## src/rtl/chal_store_pkg.sv

```systemverilog
package chal_store_pkg;

    localparam int unsigned CHAL_BYTES  = 10;
    localparam int unsigned CHAL_WIDTH  = 8;
    localparam int unsigned CHAL_ADDR_W = 4;
    localparam int unsigned CHAL_PORTS  = 2;

    typedef logic [CHAL_WIDTH-1:0]  chal_byte_t;
    typedef logic [CHAL_ADDR_W-1:0] chal_addr_t;

    typedef struct packed {
        chal_addr_t addr;
        chal_byte_t data;
    } chal_rd_port_t;

    // True when an address code selects a real cell.
    function automatic logic addr_in_range(input int unsigned code, input int unsigned depth);
        return code < depth;
    endfunction

endpackage

```

## src/rtl/chal_shift_cells.sv

```systemverilog
module chal_shift_cells
    import chal_store_pkg::*;
#(
    parameter int unsigned DEPTH = CHAL_BYTES,
    parameter int unsigned WIDTH = CHAL_WIDTH
) (
    input  logic                        clk,
    input  logic                        rst,
    input  logic                        shift_en,
    input  logic [WIDTH-1:0]            shift_in,
    output logic [DEPTH-1:0][WIDTH-1:0] cells
);

    localparam int unsigned TOP = DEPTH - 1;

    logic [DEPTH-1:0][WIDTH-1:0] cells_q;

    always_ff @(posedge clk) begin
        if (rst) begin
            cells_q <= '0;
        end else if (shift_en) begin
            for (int unsigned k = 0; k < TOP; k++) begin
                cells_q[k] <= cells_q[k+1];
            end
            cells_q[TOP] <= shift_in;
        end
    end

    assign cells = cells_q;

    // Reset empties every cell.
    assert_reset_clear_R1: assert property (@(posedge clk) rst |=> (cells_q == '0));

    // New byte lands in the top cell.
    assert_top_load_R2: assert property (@(posedge clk) disable iff (rst)
        shift_en |=> (cells_q[TOP] == $past(shift_in)));

    // Each lower cell takes its upper neighbour (oldest byte drops out, R4).
    genvar g;
    generate
        for (g = 0; g < TOP; g++) begin : g_shift_chk
            assert_move_down_R4: assert property (@(posedge clk) disable iff (rst)
                shift_en |=> (cells_q[g] == $past(cells_q[g+1])));
        end
    endgenerate

    // No strobe, no change.
    assert_hold_R5: assert property (@(posedge clk) disable iff (rst)
        !shift_en |=> $stable(cells_q));

endmodule

```

## src/rtl/chal_read_mux.sv

```systemverilog
module chal_read_mux
    import chal_store_pkg::*;
#(
    parameter int unsigned DEPTH  = CHAL_BYTES,
    parameter int unsigned WIDTH  = CHAL_WIDTH,
    parameter int unsigned ADDR_W = CHAL_ADDR_W
) (
    input  logic                        clk,
    input  logic                        rst,
    input  logic [DEPTH-1:0][WIDTH-1:0] cells,
    input  logic [ADDR_W-1:0]           sel,
    output logic [WIDTH-1:0]            dout
);

    always_comb begin
        dout = '0;
        for (int unsigned k = 0; k < DEPTH; k++) begin
            if (sel == ADDR_W'(k)) begin
                dout = cells[k];
            end
        end
    end

    // Unused address codes read as zero.
    assert_unused_code_zero_R8: assert property (@(posedge clk) disable iff (rst)
        !addr_in_range(int'(sel), DEPTH) |-> (dout == '0));

endmodule

```

## src/rtl/chal_dual_read_store.sv

```systemverilog
module chal_dual_read_store
    import chal_store_pkg::*;
#(
    parameter int unsigned DEPTH  = CHAL_BYTES,
    parameter int unsigned WIDTH  = CHAL_WIDTH,
    parameter int unsigned ADDR_W = CHAL_ADDR_W
) (
    input  logic              clk,
    input  logic              rst,
    input  logic              wr_en,
    input  logic [WIDTH-1:0]  wr_byte,
    input  logic [ADDR_W-1:0] rd_addr_a,
    output logic [WIDTH-1:0]  rd_data_a,
    input  logic [ADDR_W-1:0] rd_addr_b,
    output logic [WIDTH-1:0]  rd_data_b
);

    localparam int unsigned NPORTS = CHAL_PORTS;

    logic [DEPTH-1:0][WIDTH-1:0] cells;
    logic [NPORTS-1:0][ADDR_W-1:0] sel_vec;
    logic [NPORTS-1:0][WIDTH-1:0]  dout_vec;

    chal_shift_cells #(
        .DEPTH (DEPTH),
        .WIDTH (WIDTH)
    ) u_cells (
        .clk      (clk),
        .rst      (rst),
        .shift_en (wr_en),
        .shift_in (wr_byte),
        .cells    (cells)
    );

    assign sel_vec[0] = rd_addr_a;
    assign sel_vec[1] = rd_addr_b;

    genvar p;
    generate
        for (p = 0; p < NPORTS; p++) begin : g_port
            chal_read_mux #(
                .DEPTH  (DEPTH),
                .WIDTH  (WIDTH),
                .ADDR_W (ADDR_W)
            ) u_mux (
                .clk   (clk),
                .rst   (rst),
                .cells (cells),
                .sel   (sel_vec[p]),
                .dout  (dout_vec[p])
            );
        end
    endgenerate

    assign rd_data_a = dout_vec[0];
    assign rd_data_b = dout_vec[1];

    // Two ports on one cell agree.
    assert_ports_agree_R7: assert property (@(posedge clk) disable iff (rst)
        (rd_addr_a == rd_addr_b) |-> (rd_data_a == rd_data_b));

    // Port A reading the top cell during a strobe sees the new byte only after the edge.
    assert_read_after_write_R9: assert property (@(posedge clk) disable iff (rst)
        (wr_en && rd_addr_a == ADDR_W'(DEPTH-1)) ##1 (rd_addr_a == ADDR_W'(DEPTH-1))
        |-> (rd_data_a == $past(wr_byte)));

endmodule

```

## config.mk

```make
export PLATFORM = sky130hd
export DESIGN_NAME = chal_dual_read_store
export DESIGN_NICKNAME = d
export VERILOG_FILES = /design/src/rtl/chal_store_pkg.sv /design/src/rtl/chal_shift_cells.sv /design/src/rtl/chal_read_mux.sv /design/src/rtl/chal_dual_read_store.sv
export SDC_FILE = /design/constraint.sdc
export NUM_CORES = 1
export LEC_CHECK = 0
export CORE_MARGIN = 2
export CORE_UTILIZATION = 45
export DETAILED_ROUTE_END_ITERATION = 6
export DONT_BUFFER_PORTS = 1
export PLACE_DENSITY = 0.6
export REMOVE_ABC_BUFFERS = 1
export SYNTH_ARGS = -nofsm -noshare
export SYNTH_HDL_FRONTEND = slang
export SYNTH_SLANG_ARGS = --single-unit
```

## constraint.sdc

```tcl
create_clock -name clk -period 2.6 [get_ports clk]
set_input_delay 0.52 -clock clk [delete_from_list [all_inputs] [get_ports clk]]
set_output_delay 0.52 -clock clk [all_outputs]
set_load 0.05 [all_outputs]
```

==> results.toml, run 1 <==
[die]
die_width_um = 104
die_h_um = 104
core_area_um2 = 9770
dieArea_um2 = 10900
ios = 35
num_rows = 36
start_util = 0.464

[logic_synthesis]
yosysSeqAreaShare = 0.353
ys_warn_count = 0
synth_area_um2 = 4530
synth-adder-area-share = 0
synth_top_cell_area_share = 0.353
yosys_register_bits = 80
yosysUniqueCellTypes = 39
synth_top_area_cell = "dfxtp_1"
synth_top_family_by_area = "multiplexers"
synth_edf_count = 0
synth.area.top_cells = "dfxtp_1 35%, mux2i_1 26%, nor2_1 8.4%"
yosys.area_share.simple = 0.116
avgSynthCellArea_um2 = 9.29
post_synth_xor_area_fraction = 0
synth-compound-area-share = 0.140
synthFlopType = "dfxtp_1"
synthArstFlopShare = 0
muxShareOfSynthArea = 0.331
netlist_instances = 488

[critical_path]
crit_required_ns = 2.08
cp.arrival_ns = 1.83
worstSetupPathType = "in2out"
rr_startpoint = "u_cells.cells[55]"
critPathSlowestCell = "nor2b_1"
path_delay_family = "simple AND/OR/NAND/NOR gates"
startpoint_type = "primary input"
startpoint = "rd_addr_b[1]"
cp-end-kind = "output port"
path_buf_inv = 1
slowest_delay_ns = 0.58
critPathMaxFanout = 33
crit_path_cell_trace = "nor2b_1, a22oi_1, o22ai_1, a31o_1, buf_4"

[layout]
antenna-diode-count = 0
largest_reg_flops = 80
mostFrequentLayoutCells = "119 x mux2i_1, 102 x nor2_1, 80 x dfxtp_1, 23 x o22ai_1, 21 x buf_4"
final_cells = 613
drive_gt1_frac = 0.135
layout_commonest_cell = "mux2i_1"
regArea_um2 = 1600
fin_nets = 494
num-fill-cells = 928
multi_input_area_um2 = 2660
area_growth_pct = 6.27

[global_route]
antenna_found_initial = 0
grt_max_degree = 81
grtUsageTotal = 0.202
grt_overflow_total = 0
grt_pass1_vias = 3292
grt_pass1_wl_um = 17500

[routing]
drt_wl_total_um = 10800
vias = 3469
drt-initial-drc-count = 197
first_pass_iters = 4
avgViaCountPerCell = 5.66
detail-route-antenna-nets = 0
routedWlPerCell_um = 17.6
drc = 0

[pwr]
ir_drop_mv = 0.209
p_per_area_nw_per_um2 = 512
leakage_nw = 2.02
power_mw = 2.47

[timing]
setup_tns_ns = 0
setup_violations = 0
post-route-min-period_ns = 2.35
tightest_slew_ns = 0.717
hold_viol_final = 0
fmax_mhz = 426
grt_setup_unrepaired = "false"
skew_ns = 0.00529
slew_viol_final = 0
slew-limit-headroom = 0.521
finalCritPeriodShare = 0.902
setup_ws_ns = 0.254

[place]
dp_hpwl_um = 6490
dp_slack_ns = 0.228
place.gp.congestion = 0.808
dp_cells = 597
port-buffer-count = 0

[clock_network]
htree_levels = 3
cts_resized = 0
cts_root_buffer = "clkbuf_8"
tritoncts = "done"
cts_sinks = 80
cts-buffers-inserted = 9
cts-hold-fix-buffers = 0
clockBufferDepth = 2
clk_latency_ns = 0.36
cts.clk_slew.worst_paths_ns = 0.08
postCtsSetupRepairBufs = 0

[min_path]
holdCritStartpoint = "rst"
min_path_type = "in2reg"

[run]
maxCapViolCount = 0

[outcome]
status = "finished clean"
report_power, final:
part / switching (mW) / internal, mW / total, mW
clock network: 0.476 / 0.540 / 1.02
registers: 0.0155 / 1.24 / 1.25
logic: 0.0914 / 0.105 / 0.197
total: 0.583 / 1.88 / 2.47
synth_stat cells (all sizes together) (8+ instances only):
master	number
nor2	102
mux2	21
clkbuf	21
nand2	12
mux2i	119
o21ai	27
dfxtp	80
buf	24
o22ai	23
a22oi	13
a2bb2oi	8
stage by stage:
| stage | util | hold slack, ns | instance area (um^2) |
|---|---|---|---|
| after floorplan | - | 0.479 | 4270 |
| after global placement | 0.470 | 0.503 | 4600 |
| after CTS | 0.493 | 0.210 | 4820 |
| final | 0.493 | 0.226 | 4820 |
| after detailed placement | 0.470 | 0.515 | 4600 |
| after global routing | 0.493 | 0.211 | 4820 |
path summary, 6_finish.rpt:
path / endpoint / slack (ns) / cells past startpoint
worst min register to register: u_cells.cells[2] / 0.54 / 2
worst max-delay path: rd_data_b[5] / 0.25 / 5
worst max register to register: u_cells.cells[47] / 1.90 / 2
worst min-delay path: u_cells.cells[39] / 0.23 / 1
area by class of cell:
cell class | instances | share of cell area
Sequential cell | 80 | 0.332
Clock buffer | 9 | 0.0257
Timing Repair Buffer | 21 | 0.0327
Multi-Input combinational cell | 361 | 0.553
Tap cell | 133 | 0.0345
Clock inverter | 7 | 0.0200
Inverter | 2 | 0.00156
routing by layer:
| metal | track usage | vias up | share of wire |
|---|---|---|---|
| met2 | 0.320 | 74 | 0.47 |
| met5 | 0 | - | 0 |
| met3 | 0.0282 | 17 | 0.050 |
| li1 | - | 1720 | - |
| met1 | 0.268 | 1658 | 0.46 |
| met4 | 0.102 | 0 | 0.022 |
kinds of logic (layout without fill, tap and decap cells):
family,Yosys count,in the layout
muxes,142,142
and+or+nand+nor,128,128
AOI/OAI and AO/OA,91,91
DFF,80,80
buffers and inverters,47,39
Note: power is estimated with default switching activity, not from simulation.
==> inputs of run 2 (changes only) <==
CORE_UTILIZATION = 35   (was 45)
PLACE_DENSITY = 0.49   (was 0.6)
clock period = 2.16 ns   (was 2.6 ns; I/O delays follow)
==> run 2 against run 1 <==
  * Total power is 34% higher
  * Flip-flop and latch count stayed put
  * Sequential share of layout area is 1.8 points lower
  * Setup slack worse by 0.16 ns
  * Non-clock buffer count is 6 higher
  * Sequential power is 21% higher
  * First-iteration DRC count is 13% higher
  * Largest cell class unchanged
==> results.toml, run 2 (synthesis gave the netlist of run 1 again) <==
[outcome]
status = "finished clean"

[min_path]
min_path_cells = 1
min_path_type = "in2reg"

[layout]
mostFrequentLayoutCells = "119 x mux2i_1, 102 x nor2_1, 79 x dfxtp_1, 22 x o22ai_1, 19 x buf_4"
final_core_util = 0.404
layout_commonest_cell = "mux2i_1"
multi_input_area_um2 = 2680
drive_gt1_frac = 0.150
fin_nets = 500
regArea_um2 = 1600
largest_reg_flops = 80
area_growth_pct = 12.4
stdcell_area_um2 = 5090
final_cells = 658
antenna-diode-count = 0
num-fill-cells = 1277

[clock_network]
htree_levels = 3
cts.clk_slew.worst_paths_ns = 0.05
clockBufferDepth = 2
clk_latency_ns = 0.34
cts_sinks = 80
tritoncts = "done"
cts-buffers-inserted = 9
cts_root_buffer = "clkbuf_16"
postCtsSetupRepairBufs = 0

[critical_path]
critPathSlowestCell = "mux4_1"
cp-end-kind = "output port"
r2r_cells = 2
cp_num_cells = 4
startpoint_type = "flip-flop"
worstSetupPathType = "reg2out"
path_buf_inv = 1
cp.arrival_ns = 1.64
path_delay_family = "multiplexers"
crit_path_cell_trace = "mux4_1, mux2i_1, o22ai_2, buf_6"
critPathMaxFanout = 5
slowest_delay_ns = 0.50
crit_required_ns = 1.73

[timing]
hold_viol_final = 0
tightest_slew_ns = 0.567
fmax_mhz = 484
skew_ns = 0.00402
finalCritPeriodShare = 0.957
grt_setup_unrepaired = "false"
slew-limit-headroom = 0.620
slew_viol_final = 0
post-route-min-period_ns = 2.07
setup_violations = 0

[place]
dpl_cell_area_um2 = 4780
port-buffer-count = 0
place.gp.congestion = 0.818
dp_cells = 642
dp_hpwl_um = 7010

[global_route]
grt_overflow_total = 0
grt_pass1_vias = 3396
antenna_found_initial = 0
grtUsageTotal = 0.176
grt_max_degree = 81
grt_pass1_wl_um = 19200

[pwr]
switchingPower_mw = 0.726
leakage_nw = 2.12
p_seq_frac = 0.456
p_comb_frac = 0.079
swShare = 0.219
p_clk_frac = 0.465
ir_drop_mv = 0.325
p_int_mw = 2.59
p_per_area_nw_per_um2 = 651

[die]
num_rows = 41
core_area_um2 = 12600
ios = 35
dieArea_um2 = 13900
die_width_um = 118
start_util = 0.359
die_h_um = 118

[routing]
drc = 0
drt_wl_total_um = 11700
detail-route-antenna-nets = 0
avgViaCountPerCell = 5.35
first_pass_iters = 5
routedWlPerCell_um = 17.8
vias = 3522
drt-initial-drc-count = 222

[run]
maxCapViolCount = 0
-- run 2: cell count changes in the layout (fill, tap and decap cells not counted), moves of 2 or more --
cell / change
nor2b_1: -2
buf_12: +7
clkbuf_1: +2
nor2b_2: +2
clkbuf_8: -7
buf_4: -2
clkbuf_16: +9
clkinvlp_4: -3
-- run 2: power by group through the flow --
stage	combinational [mW]	sequential [mW]	clock [mW]
detailed placement	0.258	1.55	0
floorplan	0.188	1.54	0
finish	0.261	1.51	1.54
global placement	0.258	1.55	0
global route	0.278	1.52	1.65
CTS	0.260	1.51	1.58
-- run 2: layout make-up --
cell class,instances,share of cell area
clock inverter,3,0.00786
inverter,2,0.00147
tap,172,0.0422
clock buffer,13,0.0511
multi-input combinational,361,0.525
timing repair buffer,27,0.0577
sequential,80,0.315
-- run 2: routing by layer --
layer | vias to the layer above | wire length [um] | global-route usage
li1 | 1732 | - | -
met1 | 1720 | 5870 | 0.240
met2 | 62 | 5290 | 0.270
met3 | 8 | 473 | 0.0567
met4 | 0 | 104 | 0.0437
met5 | - | 0 | 0
-- run 2: worst paths after layout --
path	startpoint	to	slack [ns]
setup / recovery	u_cells.cells[52]	rd_data_b[4]	0.09
setup reg to reg	u_cells.cells[48]	u_cells.cells[40]	1.46
hold reg to reg	u_cells.cells[2]	u_cells.cells[2]	0.52
hold / removal	rst	u_cells.cells[52]	0.16
-- run 2: timing repair --
| item | in CTS | in global routing |
|---|---|---|
| hold buffers | 0 | 0 |
| resized for setup | 2 | 3 |
| endpoints found under the setup margin | 7 | 1 |
| hold endpoints to repair | 0 | 0 |
| pin swaps | 0 | 0 |
-- run 2: stage by stage --
stage	power [mW]	TNS [ns]	worst slack, ns	hold slack (ns)
2_1_floorplan	1.73	-0.118	-0.118	0.479
3_3_place_gp	1.80	-0.824	-0.150	0.504
3_5_place_dp	1.80	-1.29	-0.199	0.511
4_1_cts	3.36	0	0.0454	0.157
5_1_grt	3.45	0	0.0199	0.142
6_report	3.32	0	0.0921	0.160
